## src/rtl/alu8_pkg.sv

```systemverilog
`timescale 1ns/1ps
package alu8_pkg;

  typedef enum logic [3:0] {
    OP_ADD = 4'd0,
    OP_ADC = 4'd1,
    OP_SUB = 4'd2,
    OP_SBB = 4'd3,
    OP_AND = 4'd4,
    OP_OR  = 4'd5,
    OP_XOR = 4'd6,
    OP_SHR = 4'd7,
    OP_CMP = 4'd8
  } alu_op_e;

  localparam int STW   = 8;
  localparam int FLG_C = 7;
  localparam int FLG_V = 6;
  localparam int FLG_Z = 5;
  localparam int FLG_N = 4;
  localparam int FLG_G = 3;
  localparam int FLG_L = 2;
  localparam int FLG_I = 1;

  // Which of the ALU-owned flags an op code rewrites.
  function automatic logic [STW-1:0] update_mask(input logic [3:0] op);
    logic [STW-1:0] m;
    m = '0;
    case (op)
      OP_ADD, OP_ADC, OP_SUB, OP_SBB: begin
        m[FLG_C] = 1'b1; m[FLG_V] = 1'b1; m[FLG_Z] = 1'b1; m[FLG_N] = 1'b1;
      end
      OP_AND, OP_OR, OP_XOR: begin
        m[FLG_Z] = 1'b1; m[FLG_N] = 1'b1;
      end
      OP_SHR: begin
        m[FLG_C] = 1'b1; m[FLG_Z] = 1'b1; m[FLG_N] = 1'b1;
      end
      OP_CMP: begin
        m[FLG_Z] = 1'b1; m[FLG_G] = 1'b1; m[FLG_L] = 1'b1;
      end
      default: m = '0;
    endcase
    return m;
  endfunction

  function automatic logic writes_dest(input logic [3:0] op);
    return (op <= OP_SHR);
  endfunction

  function automatic logic is_arith(input logic [3:0] op);
    return (op <= OP_SBB);
  endfunction

  // Two's-complement overflow of an addition, given the addend actually used.
  function automatic logic add_overflow(input logic sa, input logic sb, input logic sr);
    return (sa == sb) && (sr != sa);
  endfunction

endpackage

```

## src/rtl/alu8_arith.sv

```systemverilog
`timescale 1ns/1ps
module alu8_arith #(
  parameter int W = 8
) (
  input  logic [W-1:0] a_i,
  input  logic [W-1:0] b_i,
  input  logic         sub_i,
  input  logic         chain_i,
  input  logic         flag_c_i,
  output logic [W-1:0] sum_o,
  output logic         carry_o,
  output logic         ovf_o
);
  import alu8_pkg::*;

  logic [W-1:0] b_eff;
  logic         cin;
  logic [W:0]   wide;

  always_comb begin
    b_eff   = sub_i ? ~b_i : b_i;
    cin     = sub_i ? ~(chain_i & flag_c_i) : (chain_i & flag_c_i);
    wide    = {1'b0, a_i} + {1'b0, b_eff} + {{W{1'b0}}, cin};
    sum_o   = wide[W-1:0];
    carry_o = sub_i ? ~wide[W] : wide[W];
    ovf_o   = add_overflow(a_i[W-1], b_eff[W-1], wide[W-1]);
  end

  logic [W+1:0] subtrahend;
  always_comb begin
    subtrahend = {2'b00, b_i} + {{(W+1){1'b0}}, chain_i & flag_c_i};
    if (sub_i) begin

      borrow_flag_chk: assert (carry_o == ({2'b00, a_i} < subtrahend))
        else $error("borrow flag disagrees with unsigned compare");
    end
  end

endmodule

```

## src/rtl/alu8_logic.sv

```systemverilog
`timescale 1ns/1ps
module alu8_logic #(
  parameter int W = 8
) (
  input  logic [W-1:0] a_i,
  input  logic [W-1:0] b_i,
  input  logic [1:0]   sel_i,
  output logic [W-1:0] res_o,
  output logic         shift_out_o
);

  always_comb begin
    shift_out_o = 1'b0;
    case (sel_i)
      2'd0: res_o = a_i & b_i;
      2'd1: res_o = a_i | b_i;
      2'd2: res_o = a_i ^ b_i;
      default: begin
        res_o       = {1'b0, a_i[W-1:1]};
        shift_out_o = a_i[0];
      end
    endcase
  end

endmodule

```

## src/rtl/alu8_cmp.sv

```systemverilog
`timescale 1ns/1ps
module alu8_cmp #(
  parameter int W = 8
) (
  input  logic [W-1:0] a_i,
  input  logic [W-1:0] b_i,
  output logic         eq_o,
  output logic         gt_o,
  output logic         lt_o
);

  always_comb begin
    eq_o = (a_i == b_i);
    gt_o = (a_i > b_i);
    lt_o = (a_i < b_i);
  end

  always_comb begin

    cmp_onehot_chk: assert ($countones({eq_o, gt_o, lt_o}) == 1)
      else $error("compare outcome not exactly one of eq/gt/lt");
  end

endmodule

```

## src/rtl/alu8_status_unit.sv

```systemverilog
`timescale 1ns/1ps
module alu8_status_unit #(
  parameter int W = 8
) (
  input  logic [W-1:0] a_i,
  input  logic [W-1:0] b_i,
  input  logic [3:0]   op_i,
  input  logic [7:0]   status_i,
  input  logic         iflag_set_i,
  input  logic         iflag_clr_i,
  output logic [W-1:0] result_o,
  output logic         wr_en_o,
  output logic [7:0]   status_o
);
  import alu8_pkg::*;

  // Named internal events for assertions.
  logic [W-1:0]   arith_res, logic_res;
  logic           arith_c, arith_v, shr_c;
  logic           cmp_eq, cmp_gt, cmp_lt;
  logic           op_arith, op_cmp, op_shr;
  logic [STW-1:0] fresh_flags, upd;
  logic           i_next;

  assign op_arith = is_arith(op_i);
  assign op_cmp   = (op_i == OP_CMP);
  assign op_shr   = (op_i == OP_SHR);

  alu8_arith #(.W(W)) u_arith (
    .a_i      (a_i),
    .b_i      (b_i),
    .sub_i    (op_i[1]),
    .chain_i  (op_i[0]),
    .flag_c_i (status_i[FLG_C]),
    .sum_o    (arith_res),
    .carry_o  (arith_c),
    .ovf_o    (arith_v)
  );

  alu8_logic #(.W(W)) u_logic (
    .a_i         (a_i),
    .b_i         (b_i),
    .sel_i       (op_i[1:0]),
    .res_o       (logic_res),
    .shift_out_o (shr_c)
  );

  alu8_cmp #(.W(W)) u_cmp (
    .a_i (a_i),
    .b_i (b_i),
    .eq_o(cmp_eq),
    .gt_o(cmp_gt),
    .lt_o(cmp_lt)
  );

  always_comb begin
    wr_en_o = writes_dest(op_i);
    if (op_arith)     result_o = arith_res;
    else if (wr_en_o) result_o = logic_res;
    else              result_o = '0;
  end

  always_comb begin
    fresh_flags        = '0;
    fresh_flags[FLG_C] = op_shr ? shr_c : arith_c;
    fresh_flags[FLG_V] = arith_v;
    fresh_flags[FLG_Z] = op_cmp ? cmp_eq : (result_o == '0);
    fresh_flags[FLG_N] = result_o[W-1];
    fresh_flags[FLG_G] = cmp_gt;
    fresh_flags[FLG_L] = cmp_lt;
    upd                = update_mask(op_i);
    if (iflag_set_i)      i_next = 1'b1;
    else if (iflag_clr_i) i_next = 1'b0;
    else                  i_next = status_i[FLG_I];
  end

  for (genvar k = 0; k < STW; k++) begin : g_flag
    if (k == FLG_I) begin : g_in
      assign status_o[k] = i_next;
    end else begin : g_alu
      assign status_o[k] = upd[k] ? fresh_flags[k] : status_i[k];
    end
  end

  always_comb begin
    if (!iflag_set_i && !iflag_clr_i) begin

      iflag_hold_chk: assert (status_o[FLG_I] == status_i[FLG_I])
        else $error("input flag moved without control");
    end
    if (op_i == OP_AND || op_i == OP_OR || op_i == OP_XOR) begin

      logic_keep_chk: assert (status_o[FLG_C] == status_i[FLG_C] &&
                              status_o[FLG_V] == status_i[FLG_V] &&
                              status_o[FLG_G] == status_i[FLG_G] &&
                              status_o[FLG_L] == status_i[FLG_L])
        else $error("logic op disturbed a held flag");
    end
    if (op_shr) begin

      shr_edge_chk: assert (result_o[W-1] == 1'b0 && status_o[FLG_C] == a_i[0])
        else $error("shift right edge bits wrong");
    end
    if (op_i > OP_CMP) begin

      idle_keep_chk: assert (!wr_en_o && result_o == '0 &&
                             status_o[7:2] == status_i[7:2])
        else $error("undefined op changed outputs");
    end
  end

endmodule

```

## config.mk

```make
export PLATFORM = sky130hd
export DESIGN_NAME = alu8_status_unit
export DESIGN_NICKNAME = d
export VERILOG_FILES = /design/src/rtl/alu8_pkg.sv /design/src/rtl/alu8_arith.sv /design/src/rtl/alu8_logic.sv /design/src/rtl/alu8_cmp.sv /design/src/rtl/alu8_status_unit.sv
export SDC_FILE = /design/constraint.sdc
export NUM_CORES = 1
export LEC_CHECK = 0
export ABC_AREA = 1
export BUFFER_PORTS_ARGS = -buffer_cell sky130_fd_sc_hd__buf_4
export CAP_MARGIN = 20
export CORE_UTILIZATION = 45
export DETAILED_ROUTE_END_ITERATION = 10
export PLACE_DENSITY = 0.82
export RECOVER_POWER = 100
export REMOVE_ABC_BUFFERS = 1
export SLEW_MARGIN = 15
export SYNTH_ARGS = -nofsm -noshare
export SYNTH_HDL_FRONTEND = slang
export SYNTH_SLANG_ARGS = --single-unit
```

## constraint.sdc

```tcl
create_clock -name vclk -period 5
set_input_delay 0.25 -clock vclk [all_inputs]
set_output_delay 0.25 -clock vclk [all_outputs]
set_load 0.03 [all_outputs]
```

---- After elaboration in Yosys (flattened, before gate mapping) ----
Cells that the tools add are included.
Widths: inputs -> output; s select.
storage, ports and cells
  input bits .............................. 30
  word-level logic and storage cells ...... 57
  output and inout bits ................... 17
  register bits ........................... 0
cells by class
  reduce and logical (&&, ||, !) cells .... 9
  $add $sub $neg .......................... 2
  mux-type cells .......................... 22
  equality and inequality tests ........... 13
  bitwise logic cells ..................... 7
  $lt $le $gt $ge ......................... 4
operators by type and width
  cell                number
  $mux 8              3
  $pmux 8 s3          1
  $mux 1              17
  $eq 4x3->1 const B  4
  $add 8x8->9         1
  $add 9x1->9         1
  $reduce_or 9->1     1
  $and 8x8->8         1
  $eq 4x2->1 const B  2
  $eq 8x8->1          1
  $gt 8x8->1          1
  $logic_not 8->1     1
  $lt 8x8->1          1
  $not 8->8           1
  $or 8x8->8          1
  $reduce_or 8->1     1
  $xor 8x8->8         1
  $reduce_or 5->1     1
  $eq 4x1->1 const B  1
  $eq 4x4->1 const B  1
  $le 4x2->1 const B  1
  $le 4x3->1 const B  1
  $logic_not 4->1     1
  $reduce_or 4->1     1
  10 further kinds    11

---- Depth between registers and ports, before layout ----
  depth in word-level cells ............... 8
  mapped depth ............................ 20
  mapped depth without buffers ............ 18

---- Hierarchy ----
From an unflattened synthesis, not the netlist that was laid out.
unflattened totals
  cells, all modules ...................... 272
  area, all modules ....................... 1654.1 µm²
by module, submodules not included
  module            times used  area an instance (µm²)  seq. area each (µm²)  cells each
  alu8_logic        1           559.3                   0.0                   87
  alu8_arith        1           503.0                   0.0                   82
  alu8_status_unit  1           347.8                   0.0                   65
  alu8_cmp          1           244.0                   0.0                   38

---- Worst setup path before layout ----
Ideal clock, no wire load.
  path type ............................... input-to-output
  start ................................... in op_i[1]
  end ..................................... out status_o[5]
  stages .................................. 14
  buffers on the path ..................... 2
  required time ........................... 4750 ps
  path slack .............................. 2032 ps
  arrival time ............................ 2718 ps
  cell sequence ........................... buf_6 > buf_2 > xnor2_1 > fa_1 > inv_1 > fa_1 > nand2_1 > nand2_1 > nand3_1 > a21oi_1 > o21ai_1 > nor2_1 > nand3_1 > a21oi_1
between the ends
  longest elaborated chain between the ends .. 7
  elaborated cells on any way between the ends .. 26
  classes of those cells .................. 2 x add/sub; 2 x order compare; 10 x eq/ne; 8 x mux; 4 x reduce/logical
ends and longest elaborated chain
  element                                           RTL line                                  text
  from (decl)                                       alu8_status_unit.sv:7                     input logic [3:0] op_i,
  $mux 8 (tied with other cells)                    alu8_arith.sv:21                          b_eff = sub_i ? ~b_i : b_i;
  $add 8x8->9 / $pmux 8 s3 (equally long branches)  alu8_arith.sv:23, alu8_logic.sv:14
  $add 9x1->9 / $mux 8 (equally long branches)      alu8_arith.sv:23, alu8_status_unit.sv:59
  $mux 8 (*)                                        alu8_status_unit.sv:58                    if (op_arith) result_o = arith_res;
  via result_o[6]                                   alu8_status_unit.sv:11                    output logic [W-1:0] result_o,
  $logic_not 8->1 (*)                               alu8_status_unit.sv:67                    fresh_flags[FLG_Z] = op_cmp ? cmp_eq : (result_o == '0);
  $mux 1 (*)                                        alu8_status_unit.sv:67
  $mux 1 (*)                                        alu8_status_unit.sv:81                    assign status_o[k] = upd[k] ? fresh_flags[k] : status_i[k];
  to (decl)                                         alu8_status_unit.sv:13                    output logic [7:0] status_o
The timed path passes the listed nets; every way through them passes the cells marked *.

---- Final worst setup path ----
  start ................................... in op_i[1]
  end ..................................... out status_o[5]
between the ends
  longest elaborated chain between the ends .. 7
  elaborated cells on any way between the ends .. 26
  classes of those cells .................. 2 x add/sub; 2 x order compare; 10 x eq/ne; 8 x mux; 4 x reduce/logical
ends and longest elaborated chain
  element                                           RTL line
  $mux 8 (tied with other cells)                    alu8_arith.sv:21
  $add 8x8->9 / $pmux 8 s3 (equally long branches)  alu8_arith.sv:23, alu8_logic.sv:14
  $add 9x1->9 / $mux 8 (equally long branches)      alu8_arith.sv:23, alu8_status_unit.sv:59
  $mux 8                                            alu8_status_unit.sv:58
  $logic_not 8->1                                   alu8_status_unit.sv:67
  $mux 1                                            alu8_status_unit.sv:67
  $mux 1 (*)                                        alu8_status_unit.sv:81
Every way passes the cells marked *; elsewhere a longest branch is shown, timed or not.

==> results.md <==
* Outcome: finished, final reports clean
* Via count at 1606
* Post-CTS Setup Bufs at 0
* Vias/cell at 4.988
* IO buf count at 45
* Crit path DAT at 3210 ps
* Cts hold-fix bufs at 0
* Finish-stage setup viols at 0
* Crit end category: primary output
* Most frequent cells in the layout: 56 x nand2_1, 42 x inv_1, 34 x buf_4, 32 x ha_1, 22 x nand3_1
* WL per Instance at around 11 um
* Seq cells at 0
* Boundary pin count at 47
* Syn Inst Count at between 200 and 250
* First-pass detailed-route iteration total at 4
* Antenna violations before repair at 0
* Proportion of layout cells with a drive suffix above 1 at between 10% and 20%
* Yosys warns at 0
* Top sig layer: met4
* Setup TNS at 0 ps
* Worst-path fanout max at 19
* Final ANT Viol Nets at 0
* Initial drt markers at around 70
* WL final at between 3000 and 4000 um
* Core Region at 0.003053 mm^2
* Met1 Routed Length at 1771 um
* Tcrit/Tclk final at a little under 70%
* Max-cap viol count at 0
* FF+latch area at 0 um^2
* Measured slew at the worst slew-check pin at around 790 ps
* Unrepaired setup endpoints after global routing: no
* Critical path type: input pin to primary output
* Syn Area/Cell at 6.047 um^2
* Remaining DRCs at 0
* Metal3 WL at 208 um
* Unique masters post-synth at 32
* Hold Slack at between 500 and 600 ps
* Static Leak at between 0.0009 and 0.001 uW
* Die Y at roughly 59 um
* DIE AREA at about 0.0034 mm^2
* CP Launch Type: input pin
* VDD IR-drop max at 0.05511 mV
* Max-Slew Margin vs Limit at 47.33%
* Post-DP HPWL at around 3000 um
* Final non-filler cell total at roughly 320
* First-pass GRT wire length at ~6100 um
* Pwr per Cell Area at 119.6 mW/mm^2
* Hold Path Class: input pin to primary output
* Post-CTS resize count at 0
* Min Tclk post-route at 3457 ps
* Mapped Area at roughly 0.0014 mm^2
* Crit path max-delay cell type: nor2_1
* Commonest non-fill, non-tap cell in the layout: nand2_1
* Die width at roughly 60 um
* Largest stage delay, worst path at 640 ps
* Final Hold Vio Count at 0
* F_max at roughly 290 MHz
* Post-layout total power at between 200 and 250 uW
* Syn-to-layout area delta at 19.74%
* # placed instances at 322
* Placer Congestion at ~0.9
* Register area share after synthesis at 0%
* Rows at 20
* Largest net degree at the start of global routing at 20
* Max-slew violations at 0
* Required time worst endpoint at roughly 4800 ps
* Clock buf count at 0
* Fin util at a little under three fifths
* Fin nets at roughly 340
* Met2 Wirelength at roughly 1600 um
* Grt total ovfl at 0
* Via count of the first global-routing pass at 1442
* Starting Density at about 47%
* Crit path cell chain: buf_4 > nor2_1 > inv_1 > o211ai_1 > fa_1 > inv_1 > fa_1 > xor2_1 > nand2_1 > nand2_1 > nor2_1 > nand2_1 > nor2_1 > nand3_1 > a21oi_1 > clkbuf_1
* Total GRT Usage at around 22%
* Diodes inserted at 0
-- cell families (layout without fill, tap and decap cells) --
logic type,count (synthesis),after routing,synth area share [%]
AO/OA/AOI/OAI,39,39,16.54
XOR/XNOR,9,9,5.455
AND/OR/NAND/NOR,106,106,32.12
buffers and inverters,51,90,15.41
adder cells (fa/ha/maj),34,34,30.48
-- Yosys cell counts (2+ instances only) --
cell / n / share of area (%)
nand2_1: 56 / 15
fa_1: 2 / 2.8
o211ai_1: 4 / 2.1
inv_1: 41 / 11
buf_6: 3 / 2.3
ha_1: 32 / 28
nand2_2: 3 / 1.3
inv_2: 4 / 1.0
o21ai_0: 9 / 3.1
nand3_1: 22 / 7.6
buf_4: 2 / 1.0
nor2_1: 17 / 4.4
nand3b_1: 2 / 1.0
xor2_1: 8 / 4.8
a21oi_2: 3 / 1.8
o21ai_1: 3 / 1.0
a21oi_1: 12 / 4.2
o21a_1: 2 / 1.0
-- worst paths after layout --
kind | slack [ps] | startpoint | end | cells after the start
worst max-delay path | 1540 | op_i[1] | status_o[5] | 16
worst min-delay path | 500 | status_i[0] | status_o[0] | 0
-- worst max-delay path: cells and delay by family --
kind	cells	cell delay (ps)
AND/OR/NAND/NOR	7	1140
buffers and inverters	4	720
adder cells (fa/ha/maj)	2	590
AO/OA/AOI/OAI	2	310
XOR/XNOR	1	180
-- per-layer routing --
metal	up-vias	track usage [%]
met5	-	0
met4	0	3.741
met3	6	1.319
met2	49	38.42
met1	712	30.54
li1	839	-
-- where the power goes --
group          internal [uW]  switching (uW)  total [uW]
clock network              0               0           0
logic                   75.5             131         207
registers                  0               0           0
total                   75.5             131         207
-- area by class of cell --
type,count,area (um^2)
fillers,349,1323
inverters,45,168.9
multi-input cells,188,1210
well taps,44,55.05
repair buffers,45,296.5
-- stage by stage --
stage	instance area, um^2	setup WS [ps]
floorplan	1391	2232
global placement	1784	2173
detailed placement	1784	2117
CTS	1784	2106
global route	1730	1235
finish	1730	1543
Power figures use the tool's default switching activity.
